==> src/rtl/selftest_pkg.sv <==
package selftest_pkg;

    typedef enum logic [2:0] {
        ST_IDLE,
        ST_WAIT,
        ST_CHECK,
        ST_GEN,
        ST_SEND,
        ST_FLUSH
    } seq_state_e;

    typedef enum logic [1:0] {
        CMD_NONE,
        CMD_SINGLE,
        CMD_MULTI,
        CMD_END
    } cmd_e;

    localparam logic [7:0] CODE_SINGLE = 8'h01;
    localparam logic [7:0] CODE_MULTI  = 8'h02;
    localparam logic [7:0] CODE_END    = 8'h03;
    localparam logic [7:0] FRAME_HDR   = 8'hA5;
    localparam int         FRAME_LEN   = 5;

endpackage

==> src/rtl/selftest_cmd.sv <==
module selftest_cmd
    import selftest_pkg::*;
(
    input  logic       clk,
    input  logic       rst_n,
    input  logic       rxf_n,
    input  logic [7:0] rx_data,
    output logic       rd,
    output cmd_e       cmd
);

    typedef struct packed {
        logic rd;
        cmd_e cmd;
    } cmd_reg_t;

    cmd_reg_t r_d, r_q;

    always_comb begin
        r_d     = r_q;
        r_d.rd  = !rxf_n && !r_q.rd;
        r_d.cmd = CMD_NONE;
        if (r_q.rd) begin
            unique case (rx_data)
                CODE_SINGLE: r_d.cmd = CMD_SINGLE;
                CODE_MULTI:  r_d.cmd = CMD_MULTI;
                CODE_END:    r_d.cmd = CMD_END;
                default:     r_d.cmd = CMD_NONE;
            endcase
        end
    end

    always_ff @(posedge clk or negedge rst_n) begin
        if (!rst_n) begin
            r_q <= '{rd: 1'b0, cmd: CMD_NONE};
        end else begin
            r_q <= r_d;
        end
    end

    assign rd  = r_q.rd;
    assign cmd = r_q.cmd;

    AST_RD_WHEN_READY: assert property (@(posedge clk) disable iff (!rst_n)
        rd |-> $past(!rxf_n));
    AST_RD_SINGLE_PULSE: assert property (@(posedge clk) disable iff (!rst_n)
        rd |=> !rd);

endmodule

==> src/rtl/selftest_stim.sv <==
module selftest_stim #(
    parameter int              DW     = 16,
    parameter int              STAGES = 4,
    parameter logic [DW-1:0]   MUL_K  = 16'h9E37,
    parameter logic [DW-1:0]   SEED   = 16'hACE1,
    parameter logic [DW-1:0]   TAPS   = 16'hB400
) (
    input  logic          clk,
    input  logic          rst_n,
    input  logic          seed_load,
    input  logic          step,
    output logic [DW-1:0] stim,
    output logic [DW-1:0] expect_w
);

    function automatic logic [DW-1:0] pow_mod(input logic [DW-1:0] k, input int n);
        logic [DW-1:0] acc;
        acc = DW'(1);
        for (int i = 0; i < n; i++) begin
            acc = acc * k;
        end
        return acc;
    endfunction

    localparam logic [DW-1:0] GAIN = pow_mod(MUL_K, STAGES);

    typedef struct packed {
        logic [DW-1:0] lfsr;
        logic [DW-1:0] expv;
    } stim_reg_t;

    stim_reg_t     r_d, r_q;
    logic [DW-1:0] nxt;

    always_comb begin
        nxt = r_q.lfsr[0] ? ((r_q.lfsr >> 1) ^ TAPS) : (r_q.lfsr >> 1);
        r_d = r_q;
        if (seed_load) begin
            r_d.lfsr = SEED;
            r_d.expv = SEED * GAIN;
        end else if (step) begin
            r_d.lfsr = nxt;
            r_d.expv = nxt * GAIN;
        end
    end

    always_ff @(posedge clk or negedge rst_n) begin
        if (!rst_n) begin
            r_q <= '{lfsr: SEED, expv: SEED * GAIN};
        end else begin
            r_q <= r_d;
        end
    end

    assign stim     = r_q.lfsr;
    assign expect_w = r_q.expv;

    AST_LFSR_NONZERO: assert property (@(posedge clk) disable iff (!rst_n)
        r_q.lfsr != '0);

endmodule

==> src/rtl/selftest_chain.sv <==
module selftest_chain #(
    parameter int            DW     = 16,
    parameter int            STAGES = 4,
    parameter logic [DW-1:0] MUL_K  = 16'h9E37,
    localparam int           STW    = $clog2(STAGES) + 1,
    localparam int           BW     = $clog2(DW)
) (
    input  logic           clk,
    input  logic           rst_n,
    input  logic [DW-1:0]  din,
    input  logic           fault_en,
    input  logic [STW-1:0] fault_stage,
    input  logic [BW-1:0]  fault_bit,
    output logic [DW-1:0]  dout
);

    logic [DW-1:0] stage_d [STAGES];
    logic [DW-1:0] stage_q [STAGES];
    logic [DW-1:0] flip;

    assign flip = DW'(1) << fault_bit;

    for (genvar i = 0; i < STAGES; i++) begin : g_stage
        logic [DW-1:0] src;
        logic [DW-1:0] prod;
        logic          hit;
        if (i == 0) begin : g_head
            assign src = din;
        end else begin : g_body
            assign src = stage_q[i-1];
        end
        assign prod       = src * MUL_K;
        assign hit        = fault_en && (fault_stage == STW'(i));
        assign stage_d[i] = hit ? (prod ^ flip) : prod;
    end

    always_ff @(posedge clk or negedge rst_n) begin
        if (!rst_n) begin
            for (int i = 0; i < STAGES; i++) stage_q[i] <= '0;
        end else begin
            for (int i = 0; i < STAGES; i++) stage_q[i] <= stage_d[i];
        end
    end

    assign dout = stage_q[STAGES-1];

    AST_CLEAN_PROPAGATE: assert property (@(posedge clk) disable iff (!rst_n)
        !fault_en |=> stage_q[0] == DW'($past(din) * MUL_K));

endmodule

==> src/rtl/selftest_tx.sv <==
module selftest_tx
    import selftest_pkg::*;
(
    input  logic        clk,
    input  logic        rst_n,
    input  logic        launch,
    input  logic [31:0] count,
    input  logic        txe_n,
    output logic        busy,
    output logic        wr,
    output logic [7:0]  tx_data
);

    localparam int SHW = 8 * FRAME_LEN;
    localparam int LW  = $clog2(FRAME_LEN + 1);

    typedef struct packed {
        logic [SHW-1:0] sh;
        logic [LW-1:0]  left;
        logic           wr;
        logic [7:0]     data;
    } tx_reg_t;

    tx_reg_t r_d, r_q;

    always_comb begin
        r_d    = r_q;
        r_d.wr = 1'b0;
        if (launch && r_q.left == '0) begin
            r_d.sh   = {FRAME_HDR, count};
            r_d.left = LW'(FRAME_LEN);
        end else if (r_q.left != '0 && !txe_n) begin
            r_d.wr   = 1'b1;
            r_d.data = r_q.sh[SHW-1 -: 8];
            r_d.sh   = r_q.sh << 8;
            r_d.left = r_q.left - 1'b1;
        end
    end

    always_ff @(posedge clk or negedge rst_n) begin
        if (!rst_n) begin
            r_q <= '0;
        end else begin
            r_q <= r_d;
        end
    end

    assign busy    = r_q.left != '0;
    assign wr      = r_q.wr;
    assign tx_data = r_q.data;

    AST_WR_WHEN_READY: assert property (@(posedge clk) disable iff (!rst_n)
        wr |-> $past(!txe_n));
    AST_LAUNCH_WHEN_FREE: assert property (@(posedge clk) disable iff (!rst_n)
        launch |-> !busy);
    AST_FIRST_IS_HDR: assert property (@(posedge clk) disable iff (!rst_n)
        (wr && $past(r_q.left) == LW'(FRAME_LEN)) |-> tx_data == FRAME_HDR);

endmodule

==> src/rtl/selftest_seq.sv <==
module selftest_seq
    import selftest_pkg::*;
#(
    parameter int          STAGES     = 4,
    parameter logic [15:0] MUL_K      = 16'h9E37,
    parameter int          PASS_VECS  = 4,
    parameter int          REPORT_CYC = 1000,
    localparam int         DW         = 16,
    localparam int         STW        = $clog2(STAGES) + 1,
    localparam int         BW         = $clog2(DW)
) (
    input  logic           clk,
    input  logic           rst_n,
    input  logic           rxf_n,
    input  logic [7:0]     rx_data,
    output logic           rd,
    input  logic           txe_n,
    output logic [7:0]     tx_data,
    output logic           wr,
    input  logic           fault_en,
    input  logic [STW-1:0] fault_stage,
    input  logic [BW-1:0]  fault_bit
);

    localparam int LW = $clog2(STAGES + 1);
    localparam int VW = $clog2(PASS_VECS + 1);
    localparam int TW = $clog2(REPORT_CYC + 1);

    typedef struct packed {
        seq_state_e    st;
        logic          multi;
        logic [LW-1:0] wait_cnt;
        logic [VW-1:0] vec_cnt;
        logic [31:0]   err;
        logic [TW-1:0] tmr;
        logic          pend;
    } seq_reg_t;

    seq_reg_t      s_d, s_q;
    cmd_e          cmd;
    logic          seed_load, step, launch, busy, mismatch;
    logic [DW-1:0] stim, expect_w, chain_out;

    selftest_cmd u_cmd (
        .clk     (clk),
        .rst_n   (rst_n),
        .rxf_n   (rxf_n),
        .rx_data (rx_data),
        .rd      (rd),
        .cmd     (cmd)
    );

    selftest_stim #(.DW(DW), .STAGES(STAGES), .MUL_K(MUL_K)) u_stim (
        .clk       (clk),
        .rst_n     (rst_n),
        .seed_load (seed_load),
        .step      (step),
        .stim      (stim),
        .expect_w  (expect_w)
    );

    selftest_chain #(.DW(DW), .STAGES(STAGES), .MUL_K(MUL_K)) u_chain (
        .clk         (clk),
        .rst_n       (rst_n),
        .din         (stim),
        .fault_en    (fault_en),
        .fault_stage (fault_stage),
        .fault_bit   (fault_bit),
        .dout        (chain_out)
    );

    selftest_tx u_tx (
        .clk     (clk),
        .rst_n   (rst_n),
        .launch  (launch),
        .count   (s_q.err),
        .txe_n   (txe_n),
        .busy    (busy),
        .wr      (wr),
        .tx_data (tx_data)
    );

    assign mismatch = chain_out != expect_w;

    always_comb begin
        s_d       = s_q;
        seed_load = 1'b0;
        step      = 1'b0;
        launch    = 1'b0;

        unique case (s_q.st)
            ST_IDLE: begin
                if (cmd == CMD_SINGLE || cmd == CMD_MULTI) begin
                    s_d.multi    = (cmd == CMD_MULTI);
                    s_d.err      = '0;
                    s_d.tmr      = '0;
                    s_d.pend     = 1'b0;
                    s_d.vec_cnt  = '0;
                    s_d.wait_cnt = '0;
                    seed_load    = 1'b1;
                    s_d.st       = ST_WAIT;
                end
            end
            ST_WAIT: begin
                if (s_q.wait_cnt == LW'(STAGES)) begin
                    s_d.st = ST_CHECK;
                end else begin
                    s_d.wait_cnt = s_q.wait_cnt + 1'b1;
                end
            end
            ST_CHECK: begin
                if (mismatch && s_q.err != '1) begin
                    s_d.err = s_q.err + 1'b1;
                end
                if (s_q.vec_cnt == VW'(PASS_VECS - 1)) begin
                    s_d.vec_cnt = '0;
                    s_d.st      = s_q.multi ? ST_GEN : ST_SEND;
                end else begin
                    s_d.vec_cnt = s_q.vec_cnt + 1'b1;
                    s_d.st      = ST_GEN;
                end
            end
            ST_GEN: begin
                step         = 1'b1;
                s_d.wait_cnt = '0;
                s_d.st       = ST_WAIT;
            end
            ST_SEND: begin
                launch = 1'b1;
                s_d.st = ST_FLUSH;
            end
            ST_FLUSH: begin
                if (!busy) begin
                    s_d.st = ST_IDLE;
                end
            end
            default: s_d.st = ST_IDLE;
        endcase

        if (s_q.multi && (s_q.st == ST_WAIT || s_q.st == ST_CHECK || s_q.st == ST_GEN)) begin
            if (s_q.pend && !busy) begin
                launch   = 1'b1;
                s_d.pend = 1'b0;
            end
            if (s_q.tmr == TW'(REPORT_CYC - 1)) begin
                s_d.tmr  = '0;
                s_d.pend = 1'b1;
            end else begin
                s_d.tmr = s_q.tmr + 1'b1;
            end
            if (cmd == CMD_END) begin
                s_d.multi = 1'b0;
                s_d.pend  = 1'b0;
                s_d.st    = ST_FLUSH;
            end
        end
    end

    always_ff @(posedge clk or negedge rst_n) begin
        if (!rst_n) begin
            s_q <= '{st: ST_IDLE, multi: 1'b0, wait_cnt: '0, vec_cnt: '0,
                     err: '0, tmr: '0, pend: 1'b0};
        end else begin
            s_q <= s_d;
        end
    end

    AST_ERR_SATURATES: assert property (@(posedge clk) disable iff (!rst_n)
        (s_q.err == '1 && s_q.st != ST_IDLE) |=> s_q.err == '1);
    AST_START_CLEARS: assert property (@(posedge clk) disable iff (!rst_n)
        (s_q.st == ST_IDLE && (cmd == CMD_SINGLE || cmd == CMD_MULTI)) |=> s_q.err == '0);
    AST_CHECK_AFTER_WAIT: assert property (@(posedge clk) disable iff (!rst_n)
        s_q.st == ST_CHECK |-> $past(s_q.st) == ST_WAIT);
    AST_IDLE_NO_LAUNCH: assert property (@(posedge clk) disable iff (!rst_n)
        s_q.st == ST_IDLE |-> !launch);

endmodule

==> config.mk <==
export PLATFORM = sky130hd
export DESIGN_NAME = selftest_seq
export DESIGN_NICKNAME = d
export VERILOG_FILES = /design/src/rtl/selftest_pkg.sv /design/src/rtl/selftest_cmd.sv /design/src/rtl/selftest_stim.sv /design/src/rtl/selftest_chain.sv /design/src/rtl/selftest_tx.sv /design/src/rtl/selftest_seq.sv
export SDC_FILE = /design/constraint.sdc
export NUM_CORES = 1
export LEC_CHECK = 0
export CAP_MARGIN = 10
export CORE_AREA = 2 2 228 230
export CTS_CLUSTER_DIAMETER = 150
export DETAILED_ROUTE_END_ITERATION = 8
export DIE_AREA = 0 0 230 232
export SETUP_SLACK_MARGIN = 0.02
export SYNTH_ARGS = -nofsm -noshare
export SYNTH_HDL_FRONTEND = slang
export SYNTH_SLANG_ARGS = --single-unit
==> constraint.sdc <==
create_clock -name clk -period 4.6 [get_ports clk]
set_input_delay 0.92 -clock clk [delete_from_list [all_inputs] [get_ports clk]]
set_output_delay 0.92 -clock clk [all_outputs]
set_load 0.1 [all_outputs]
# Yosys cells after proc, flatten, opt, wreduce, memory -nomap -nowiden
# Cells that the tools add are included.
# Widths: inputs -> output; s select.
dict set report op_classes {
  addsub 5
  bitwise_logic 6
  shift 1
  n_mux 38
  n_mul 5
  n_reduce_logical 32
  eq_ne 22
}
# op n
set ops {}
lappend ops {{$mux 32} 3}
lappend ops {{$mux 16} 5}
lappend ops {{$pmux 35 s2} 1}
lappend ops {{$mul 16x16->16 const B} 4}
lappend ops {{$xor 16x16->16} 4}
lappend ops {{$mux 53} 1}
lappend ops {{$mux 52} 1}
lappend ops {{$mux 43} 1}
lappend ops {{$add 32x1->32 const B} 1}
lappend ops {{$ne 32x32->1 const B} 1}
lappend ops {{$mux 11} 2}
lappend ops {{$mux 3} 6}
lappend ops {{$pmux 3 s6} 1}
lappend ops {{$eq 8x2->1 const B} 2}
lappend ops {{$mul 16x14->16 const B} 1}
lappend ops {{$ne 16x16->1} 1}
lappend ops {{$shl 1x4->16 const A} 1}
lappend ops {{$eq 3x2->1 const B} 5}
lappend ops {{$add 10x1->10 const B} 1}
lappend ops {{$eq 10x10->1 const B} 1}
lappend ops {{$logic_and 1x1->1} 10}
lappend ops {{$mux 1} 10}
lappend ops {{$mux 10} 1}
lappend ops {{$reduce_bool 2->1} 5}
lappend ops {{other kinds (21)} 40}
dict set report word_totals {
  word_cells 128
  output_inout_bits 10
  inputBits 20
  reg_bits 204
}

# Logic depth before layout (Yosys ltp)
# Gate-level depths: netlist of run 1.
dict set report depth {
  depth_word 8
  ltp_mapped 19
  ltp_nobuf 19
}

# By module
# A second synthesis of run 1 with hierarchy kept.
dict set report hier_totals {
  hier_cells 2014
  area_unflattened_um2 20290.7
}
# mod seq_area_each_um2 cells_per_inst area_per_inst_um2 instances
set modules_own_cells {}
lappend modules_own_cells {selftest_chain 1601.5 1257 12240.5 1}
lappend modules_own_cells {selftest_seq 1326.3 368 3298.2 1}
lappend modules_own_cells {selftest_stim 690.7 209 2372.3 1}
lappend modules_own_cells {selftest_tx 1301.2 172 2267.2 1}
lappend modules_own_cells {selftest_cmd 75.1 8 112.6 1}

# Worst setup path before layout of run 1
# Ideal clock, no wire load.
dict set report synth_timing {
  kind {reg-to-reg}
  from {register u_chain.stage_q (netlist bit u_chain.g_stage[2].src[8])}
  to {register u_chain.stage_q (netlist bit u_chain.g_stage[3].src[15])}
  setup_ns 0.125
  t_arrival_ns 4.309
  stages_incl_launch_ff 17
  synth_period_minus_slack_ns 4.434
  path_slack_ns 0.166
  cell_sequence {dfrtp_1 ha_1 fa_1 inv_1 fa_1 inv_1 fa_1 fa_1 inv_1 fa_1 inv_1 ha_1 o21a_1 nor2_1 nor2_1 o22a_1 xnor2_1}
}
# element line_no
set synth_rtl {}
lappend synth_rtl {{start: declaration} selftest_chain.sv:18} ;# logic [DW-1:0] stage_q [STAGES];

==> summary.md, run 1 <==
| Metric | Value |
|---|---|
| Register area share after synthesis | 24.7% |
| Syn nets | 2,595 |
| TritonCTS Sinks | 199 |
| Worst setup SP type | flip-flop |
| WL met3 | 1.44 mm |
| Worst R2R End | u_chain.g_stage[1].src[15] |
| Worst rel slew slack | 25.4% |
| TritonCTS buffer count | 17 |
| Post-synth EDFFs | 0 |
| Initial core utilization | 39.7% |
| R2R Setup Slk | 0.07 ns |
| Yosys cell types | 76 |
| Clock buffer depth | 2 |
| Crit-path slowest cell | dfstp_2 |
| Die Ht | 232 um |
| Hold WC Path Type | reg2reg |
| Post-DR vias/cell | 4.93 |
| Drt total wl | 46.1 mm |
| Via Count | 14,100 |
| Worst-case clock skew | 0.0129 ns |
| Post-Syn Area per Cell | 9.58 um2 |
| Largest net degree at the start of global routing | 92 |
| Setup crit end kind | flip-flop |
| Non-filler cells, final | 2,872 |
| Critical path's most frequent cell | fa_1 |
| Cts hold-fix bufs | 0 |
| Avg WL per Cell | 16.1 um |
| Top-level I/O count | 30 |
| NumNets Final | 2,665 |
| Max FO, Critical Path | 5 |
| Worst R2R Start | u_stim.stim[5] |
| Final setup vio count | 0 |
| Fin crit share | 98.5% |
| Post-Syn Area | 20,200 um2 |
| Drt pass-1 iters | 7 |
| Antenna Nets Post-Route | 0 |
| Primary FF master, synth | dfrtp_1 |
| Max incr delay on CP | 0.62 ns |
| H-tree Lvls | 4 |
| Routed met2 length | 23.1 mm |
| DR iter-0 viols | 746 |
| Highest routed layer | met4 |
| Root buf cell | clkbuf_16 |
| Total grt overflow | 0 |
| Clk_lat worst skew | 0.48 ns |
| Area grow syn2layout | 12.4% |
| Hold path startpoint | u_cmd.rd |
| Worst path cell trace | ha_4, fa_1, ha_1, inv_1, fa_1, fa_1, fa_1, inv_1, ha_2, or3_4, nor3_4, o31ai_2, o41a_1, xnor2_1 |
| Die width | 230 um |
| Final Hold Viols | 0 |
| Worst reg2reg path depth | 14 |
| Clock transition at the registers of the reported paths | 0.08 ns |
| Mapped Cells | 2,109 |
| CTS tree | built |
| Diode count | 0 |
| Ys Warns | 0 |
| Ys async rst share | 100% |
| Core area | 50,900 um2 |
| Area of the die | 53,400 um2 |
| Crit path kind | reg2reg |
| Worst Path Arrival | 4.93 ns |
| HPWL after DPL | 36.8 mm |
| Tmin final | 4.53 ns |
| Worst path required time | 5.00 ns |
| Post-route DRC | 0 |
| Met1 WL | 20.4 mm |
| RSZ-0062 raised after global routing | yes |
| Row cnt | 83 |
| Input/output buffers | 29 |
| Flops & latches, synth | 199 |
| Vias in the first global route | 15,100 |
| Placed cell count | 2,831 |
| All-Layer GR Usage | 18.1% |
| Hold Path Sink | u_cmd.rd |
| Cell count of the worst hold path | 1 |
| Initial antenna violation count | 0 |
| Final Max Tran Viols | 0 |
| Status | completed |
| Routability cong. | 0.874 |
| Actual slew at the worst max-slew pin | 1.12 ns |
| Fill cells | 4,886 |
| First-pass GRT wire length | 76.9 mm |
| MaxCap Viol Count | 0 |
| Peak Freq | 221 MHz |
| Share of cells above drive strength 1 | 12.0% |
[worst max-delay path: cells and delay by family, from the launching register on]
family / cells / cell delay [ns]
simple gates: 2 / 0.57
flops: 1 / 0.62
buf+inv: 2 / 0.09
fa+ha+maj: 7 / 2.50
xor+xnor: 1 / 0.18
compound gates: 2 / 0.49
[flip-flops by register name (all words and copies together), names as in the netlist, 2 cells and up]
name,count
u_chain.g_stage.src,48
s_q,53
u_tx.tx_data,8
u_tx.r_q,43
u_chain.dout,16
u_stim.expect_w,11
u_stim.stim,16
u_cmd.cmd,2
[stage by stage]
stage | setup WS [ns] | TNS (ns) | util [%] | hold slack (ns) | area [um2]
5_1_grt | -0.116 | -0.370 | 44.6 | 0.466 | 22700
3_3_place_gp | 0.0211 | 0 | 42.3 | 0.430 | 21500
2_1_floorplan | 0.166 | 0 | - | 0.439 | 20200
4_1_cts | 0.00825 | 0 | 43.6 | 0.453 | 22200
6_report | 0.0679 | 0 | 44.6 | 0.442 | 22700
3_5_place_dp | -0.0485 | -0.0628 | 42.3 | 0.442 | 21500
[per-layer routing]
| layer | vias up | global-route usage [%] |
|---|---|---|
| met4 | 0 | 5.93 |
| li1 | 6871 | - |
| met1 | 6980 | 23.1 |
| met5 | - | 0 |
| met2 | 234 | 31.3 |
| met3 | 60 | 2.84 |
[repair_timing]
item | 4_1_cts | 5_1_grt
hold endpoints to repair | 0 | 0
pin swaps | 2 | 44
setup buffers | 0 | 9
setup endpoints to repair | 6 | 18
cloned | 0 | 0
gates resized for setup | 10 | 84
[cells in the mapped netlist, types with 8 or more instances]
cell type	count	share of area (%)
nand4_1	11	0.34
inv_1	446	8.3
xor2_1	74	3.2
ha_1	283	18
nand2_1	225	4.2
a21oi_2	17	0.74
or4_1	15	0.56
and3_1	12	0.37
a21oi_1	43	1.1
fa_1	183	18
o31ai_1	17	0.63
dfrtp_1	187	23
o21a_1	10	0.37
nand3_1	45	1.1
buf_4	11	0.41
o21ai_0	43	1.1
o211ai_1	8	0.30
nand2b_1	17	0.53
or4_2	9	0.39
o31ai_2	12	0.74
a22oi_1	20	0.74
clkbuf_1	27	0.50
nor2b_1	13	0.40
nor3_1	22	0.55
a21o_1	17	0.63
or2_2	8	0.25
dfstp_2	12	1.6
nor2_1	72	1.3
xnor2_1	150	6.5
[cell type report]
| type | count | area [um2] | share of cell area, % |
|---|---|---|---|
| clock inverter | 15 | 166 | 0.733 |
| clock buffer | 17 | 425 | 1.87 |
| tap | 680 | 851 | 3.75 |
| sequential | 199 | 5010 | 22.1 |
| multi-input combinational | 1412 | 13700 | 60.4 |
| inverter | 447 | 1680 | 7.39 |
| timing repair buffer | 102 | 858 | 3.78 |
[worst max path at each step]
stage	start	to	slack, ns
3_5_place_dp	u_chain.g_stage[3].src[8]	u_chain.dout[14]	-0.05
3_3_place_gp	u_chain.g_stage[3].src[8]	u_chain.dout[14]	0.02
6_report	u_stim.stim[5]	u_chain.g_stage[1].src[15]	0.07
4_1_cts	u_chain.g_stage[1].src[6]	u_chain.g_stage[2].src[14]	0.008
2_1_floorplan	u_chain.g_stage[2].src[8]	u_chain.g_stage[3].src[15]	0.17
5_1_grt	u_stim.stim[5]	u_chain.g_stage[1].src[15]	-0.12
[cells by family (layout without fill, tap and decap cells)]
| kind of cell | count (synthesis) | count (layout) | share of synthesized area, % |
|---|---|---|---|
| fa+ha+maj | 466 | 466 | 35.7 |
| buf+inv | 498 | 581 | 9.87 |
| mux | 4 | 4 | 0.204 |
| xor+xnor | 224 | 224 | 9.71 |
| compound gates | 235 | 235 | 8.27 |
| simple gates | 483 | 483 | 11.5 |
| flops | 199 | 199 | 24.7 |
[cells in the final DEF, fill, tap and decap left out, types with 34 or more instances in the layout]
cell	Yosys	routed
inv_1	446	440
ha_1	283	253
nand2_1	225	225
fa_1	183	181
dfrtp_1	187	171
xnor2_1	150	143
xor2_1	74	74
nor2_1	72	71
buf_4	11	71
nand3_1	45	44
o21ai_0	43	38
a21oi_1	43	34
Power of run 1 is not shown: default switching activity piles up to over one toggle a cycle in this logic, so the estimate is an artifact.
==> run 2, diff against run 1 <==
--- a/config.mk
+++ b/config.mk
@@ -14,3 +14,4 @@
 export SYNTH_ARGS = -nofsm -noshare
 export SYNTH_HDL_FRONTEND = slang
 export SYNTH_SLANG_ARGS = --single-unit
+export TNS_END_PERCENT = 5
==> run 2 against run 1 <==
Effect of this change:
- register-to-register slack hardly changed
- largest cell class unchanged
- die area stayed put
- flip-flop and latch count stayed put
- highest routed layer unchanged
- first-iteration DRC count is 5.5% lower
==> summary.md, run 2 (synthesis gave the netlist of run 1 again) <==
| Metric | Value |
|---|---|
| Status | completed |
| Core area | 50,900 um2 |
| Non-filler cells, final | 2,869 |
| Top-level I/O count | 30 |
| Utilization after layout | 44.4% |
| Peak Freq | 221 MHz |
| Post-Place Worst Slack | -0.0485 ns |
| Area of the die | 53,400 um2 |
| Post-route DRC | 0 |
| Die width | 230 um |
| Crit path kind | reg2reg |
| Worst rel slew slack | 25.3% |
| Cts hold-fix bufs | 0 |
| Drt pass-1 iters | 5 |
| Initial core utilization | 39.7% |
| Drt total wl | 46.0 mm |
| Worst setup path startpoint | u_stim.stim[5] |
| Root buf cell | clkbuf_16 |
| Actual slew at the worst max-slew pin | 1.12 ns |
| TritonCTS buffer count | 17 |
| Largest register FFs | 53 |
| Vias in the first global route | 15,100 |
| Worst R2R Start | u_stim.stim[5] |
| All-Layer GR Usage | 18.1% |
| Clk_lat worst skew | 0.48 ns |
| Final Max Tran Viols | 0 |
| Worst reg2reg path depth | 14 |
| Final setup vio count | 0 |
| Clock buffer depth | 2 |
| First-pass GRT wire length | 76.8 mm |
| Area grow syn2layout | 11.8% |
| Fin crit share | 98.6% |
| Total grt overflow | 0 |
| Commonest non-fill, non-tap cell in the layout | inv_1 |
| Worst R2R End | u_chain.g_stage[1].src[15] |
| Clock transition at the registers of the reported paths | 0.08 ns |
| HPWL after DPL | 36.8 mm |
| Placed cell count | 2,831 |
| Share of cells above drive strength 1 | 11.0% |
| Worst Path Arrival | 4.93 ns |
| Max FO, Critical Path | 5 |
| Fill cells | 4,898 |
| Row cnt | 83 |
| Via Count | 14,100 |
| Most frequent cells in the layout | inv_1, ha_1, nand2_1 |
| Largest net degree at the start of global routing | 92 |
| Worst Setup EP | u_chain.g_stage[1].src[15] |
| Setup crit end kind | flip-flop |
| MaxCap Viol Count | 0 |
| Worst setup SP type | flip-flop |
| R2R Setup Slk | 0.07 ns |
| Antenna Nets Post-Route | 0 |
| Avg WL per Cell | 16.0 um |
| Routability cong. | 0.874 |
| DP Area | 21,500 um2 |
| TritonCTS Sinks | 199 |
| Diode count | 0 |
| CTS tree | built |
| NumNets Final | 2,662 |
| Final Cell Area | 22,600 um2 |
| Die Ht | 232 um |
| DR iter-0 viols | 705 |
| Worst setup margin | 0.0655 ns |
| Largest Register | s_q |
| Tmin final | 4.53 ns |
| RSZ-0062 raised after global routing | yes |
| Post-DR vias/cell | 4.92 |
| Input/output buffers | 29 |
| Final Hold Viols | 0 |
| H-tree Lvls | 4 |
| Initial antenna violation count | 0 |
| Worst path required time | 5.00 ns |
| Hold WC Path Type | reg2reg |
| Worst-case clock skew | 0.0136 ns |
[run 2: changes by cell type in the layout (fill, tap and decap cells not counted), moves of 2 or more]
cell,before,now
a21oi_1,34,39
a21oi_2,26,21
buf_4,71,68
ha_1,253,256
ha_4,24,21
dfrtp_1,171,173
dfrtp_2,16,14
fa_1,181,183
fa_2,2,0
inv_1,440,442
inv_2,6,4
o21ai_0,38,40
[run 2: layer usage]
metal  global-route usage, %  vias to the layer above  routed length [um]
li1                        -                     6865                   -
met1                    23.1                     6981               20400
met2                    31.3                      215               23000
met3                    2.82                       59                1420
met4                    5.83                        0                1120
met5                       0                        -                   0
[run 2: metrics by stage]
| stage | hold slack (ns) | setup TNS (ns) |
|---|---|---|
| floorplan | 0.439 | 0 |
| detailed placement | 0.442 | -0.0628 |
| CTS | 0.453 | -0.0129 |
| finish | 0.442 | 0 |
| global placement | 0.430 | 0 |
| global route | 0.466 | -0.546 |
[run 2: timing repair]
item                                    4_1_cts  5_1_grt
gates cloned                                  0        0
resized for setup                             8       63
pin swaps                                     2       26
setup buffers                                 0        6
endpoints found under the setup margin        6       18
[run 2: cell type report]
type                       instances  area, um2  share of cell area (%)
multi-input combinational       1412      13600                    60.3
tap                              680        851                    3.77
clock buffer                      17        425                    1.88
sequential                       199       5010                    22.2
clock inverter                    15        166                   0.737
timing repair buffer              99        836                    3.70
inverter                         447       1680                    7.43
[run 2: how the worst min path moves through the flow]
stage,start,to,cells after the start
after floorplan,u_tx.r_q[44],u_tx.tx_data[0],2
after global placement,u_cmd.rd,u_cmd.rd,1
after detailed placement,u_cmd.rd,u_cmd.rd,1
after CTS,u_cmd.rd,u_cmd.rd,1
after global routing,u_cmd.rd,u_cmd.rd,1
final,u_cmd.rd,u_cmd.rd,1
[run 2: worst max-delay path, stage by stage, from the launching register on]
cell and delay, ns:
dfstp_2 0.62, ha_4 0.23, fa_1 0.52, ha_1 0.14
inv_1 0.04, fa_1 0.50, fa_1 0.44, fa_1 0.49
inv_1 0.05, ha_2 0.18, or3_4 0.37, nor3_4 0.20
o31ai_2 0.11, o41a_1 0.38, xnor2_1 0.18
Power of run 2 is left out for the same reason.
==> run 3, diff against run 2 <==
--- a/config.mk
+++ b/config.mk
@@ -10,6 +10,7 @@
 export CTS_CLUSTER_DIAMETER = 150
 export DETAILED_ROUTE_END_ITERATION = 8
 export DIE_AREA = 0 0 230 232
+export PLACE_DENSITY = 0.66
 export SETUP_SLACK_MARGIN = 0.02
 export SYNTH_ARGS = -nofsm -noshare
 export SYNTH_HDL_FRONTEND = slang
==> run 3 against run 2 <==
Effect of this change:
- critical path depth is 2 higher
- clock skew shrank 0.00067 ns
- die area stayed put
- via count increased by 0.13%
- sequential share of layout area is 0.082 points higher
- critical endpoint is now u_chain.g_stage[3].src[15]
- register-to-register slack better by 0.02 ns
- count of clock-buffer cells in the layout did not move
- fmax rose by 0.43%
- flip-flop and latch count unchanged
- non-clock buffer count shrank 7
- wire length decreased by 2.0%
- first-iteration DRC count grew 22%
- critical path type unchanged
==> summary.md, run 3 (synthesis gave the netlist of run 1 again) <==
| Metric | Value |
|---|---|
| Status | completed |
| Largest net degree at the start of global routing | 99 |
| Setup crit end kind | flip-flop |
| Avg WL per Cell | 15.7 um |
| Drt total wl | 45.0 mm |
| Drt pass-1 iters | 5 |
| Crit-path slowest cell | fa_1 |
| Via Count | 14,100 |
| TritonCTS Sinks | 199 |
| Worst-case clock skew | 0.0129 ns |
| Max FO, Critical Path | 3 |
| Vias in the first global route | 15,100 |
| HPWL after DPL | 36.1 mm |
| Commonest non-fill, non-tap cell in the layout | inv_1 |
| Worst setup SP type | flip-flop |
| RSZ-0062 raised after global routing | yes |
| Clock transition at the registers of the reported paths | 0.08 ns |
| Input/output buffers | 29 |
| DR iter-0 viols | 860 |
| Post-Place Worst Slack | -0.0486 ns |
| Worst setup margin | 0.0849 ns |
| Hold WC Path Type | reg2reg |
| Worst R2R Start | u_chain.g_stage[2].src[11] |
| Total grt overflow | 0 |
| Clock buffer depth | 2 |
| Share of cells above drive strength 1 | 10.2% |
| Final Max Tran Viols | 0 |
| Initial antenna violation count | 1 |
| Area of the die | 53,400 um2 |
| Fill cells | 4,844 |
| Area grow syn2layout | 11.2% |
| Top delay family on crit path | adder cells |
| Worst setup path startpoint | u_chain.g_stage[2].src[11] |
| Placed cell count | 2,826 |
| Worst Path Arrival | 4.85 ns |
| Tmin final | 4.52 ns |
| Die Ht | 232 um |
| H-tree Lvls | 4 |
| TritonCTS buffer count | 17 |
| Max incr delay on CP | 0.55 ns |
| Initial core utilization | 39.7% |
| Non-filler cells, final | 2,863 |
| All-Layer GR Usage | 17.8% |
| R2R Setup Slk | 0.08 ns |
| Crit path kind | reg2reg |
| Top-level I/O count | 30 |
| NumNets Final | 2,655 |
| Antenna Nets Post-Route | 0 |
| Worst path cell trace | ha_1, fa_1, inv_1, fa_1, inv_1, fa_1, fa_1, inv_1, fa_1, inv_1, ha_1, o21a_1, nor2_1, nor2_1, o22a_1, xnor2_1 |
| Row cnt | 83 |
| Most frequent cells in the layout | inv_1, ha_1, nand2_1 |
| Peak Freq | 221 MHz |
| Worst path required time | 4.94 ns |
| Hold path startpoint | u_cmd.rd |
| Clk_lat worst skew | 0.47 ns |
| Utilization after layout | 44.1% |
| Final Hold Viols | 0 |
| Root buf cell | clkbuf_16 |
| Final setup vio count | 0 |
| Die width | 230 um |
| Post-route DRC | 0 |
| Fin crit share | 98.2% |
| CTS tree | built |
| MaxCap Viol Count | 0 |
| Actual slew at the worst max-slew pin | 1.24 ns |
| Core area | 50,900 um2 |
| First-pass GRT wire length | 76.4 mm |
| Worst Hold Slack | 0.462 ns |
| WP buf/inv | 4 |
| Routability cong. | 0.884 |
| Largest Register | s_q |
| Largest register FFs | 53 |
| Worst rel slew slack | 17.2% |
| Critical path's most frequent cell | fa_1 |
| Post-DR vias/cell | 4.94 |
## run 3: final timing paths
| check | to | cells after the start |
|---|---|---|
| worst max-delay path | u_chain.g_stage[3].src[15] | 16 |
| worst max register to register | u_chain.g_stage[3].src[15] | 16 |
| worst min-delay path | u_cmd.rd | 1 |
| min in group asynchronous | s_q[5] | 1 |
| worst min register to register | u_cmd.rd | 1 |
| max in group asynchronous | u_chain.g_stage[3].src[6] | 2 |
## run 3: metrics by stage
step | cell area (um2) | TNS [ns]
final | 22500 | 0
after global routing | 22500 | -0.385
after CTS | 22100 | 0
after detailed placement | 21500 | -0.0486
after global placement | 21500 | 0
after floorplan | 20200 | 0
## run 3: layout make-up
| class | instances | area (um2) | area share (%) |
|---|---|---|---|
| clock buffers | 17 | 425 | 1.89 |
| multi-input cells | 1412 | 13500 | 60.3 |
| diodes | 1 | 2.50 | 0.0111 |
| clock inverters | 15 | 174 | 0.774 |
| flip-flops and latches | 199 | 5010 | 22.3 |
| repair buffers | 92 | 779 | 3.47 |
| inverters | 447 | 1680 | 7.47 |
| well taps | 680 | 851 | 3.79 |
## run 3: timing repair
item | in CTS | in global routing
resized for setup | 5 | 54
setup endpoints to repair | 4 | 17
buffers inserted | 0 | 4
pin swaps | 2 | 15
hold buffers | 0 | 0
## run 3: per-layer routing
layer	vias to the layer above	GRT usage (%)	part of all wire, %
met5	-	0	0
met4	0	3.95	1.1
met3	29	2.42	2.9
met2	212	31.8	51
met1	7047	22.7	45
li1	6850	-	-
## run 3: worst register-to-register path: stages (launching register included)
cell and delay [ns]:
dfrtp_1 0.42, ha_1 0.33, fa_1 0.48, inv_1 0.05, fa_1 0.49, inv_1 0.05, fa_1 0.46, fa_1 0.55
inv_1 0.06, fa_1 0.53, inv_1 0.04, ha_1 0.32, o21a_1 0.11, nor2_1 0.12, nor2_1 0.05, o22a_1 0.21
xnor2_1 0.13
Power of run 3 is left out for the same reason.
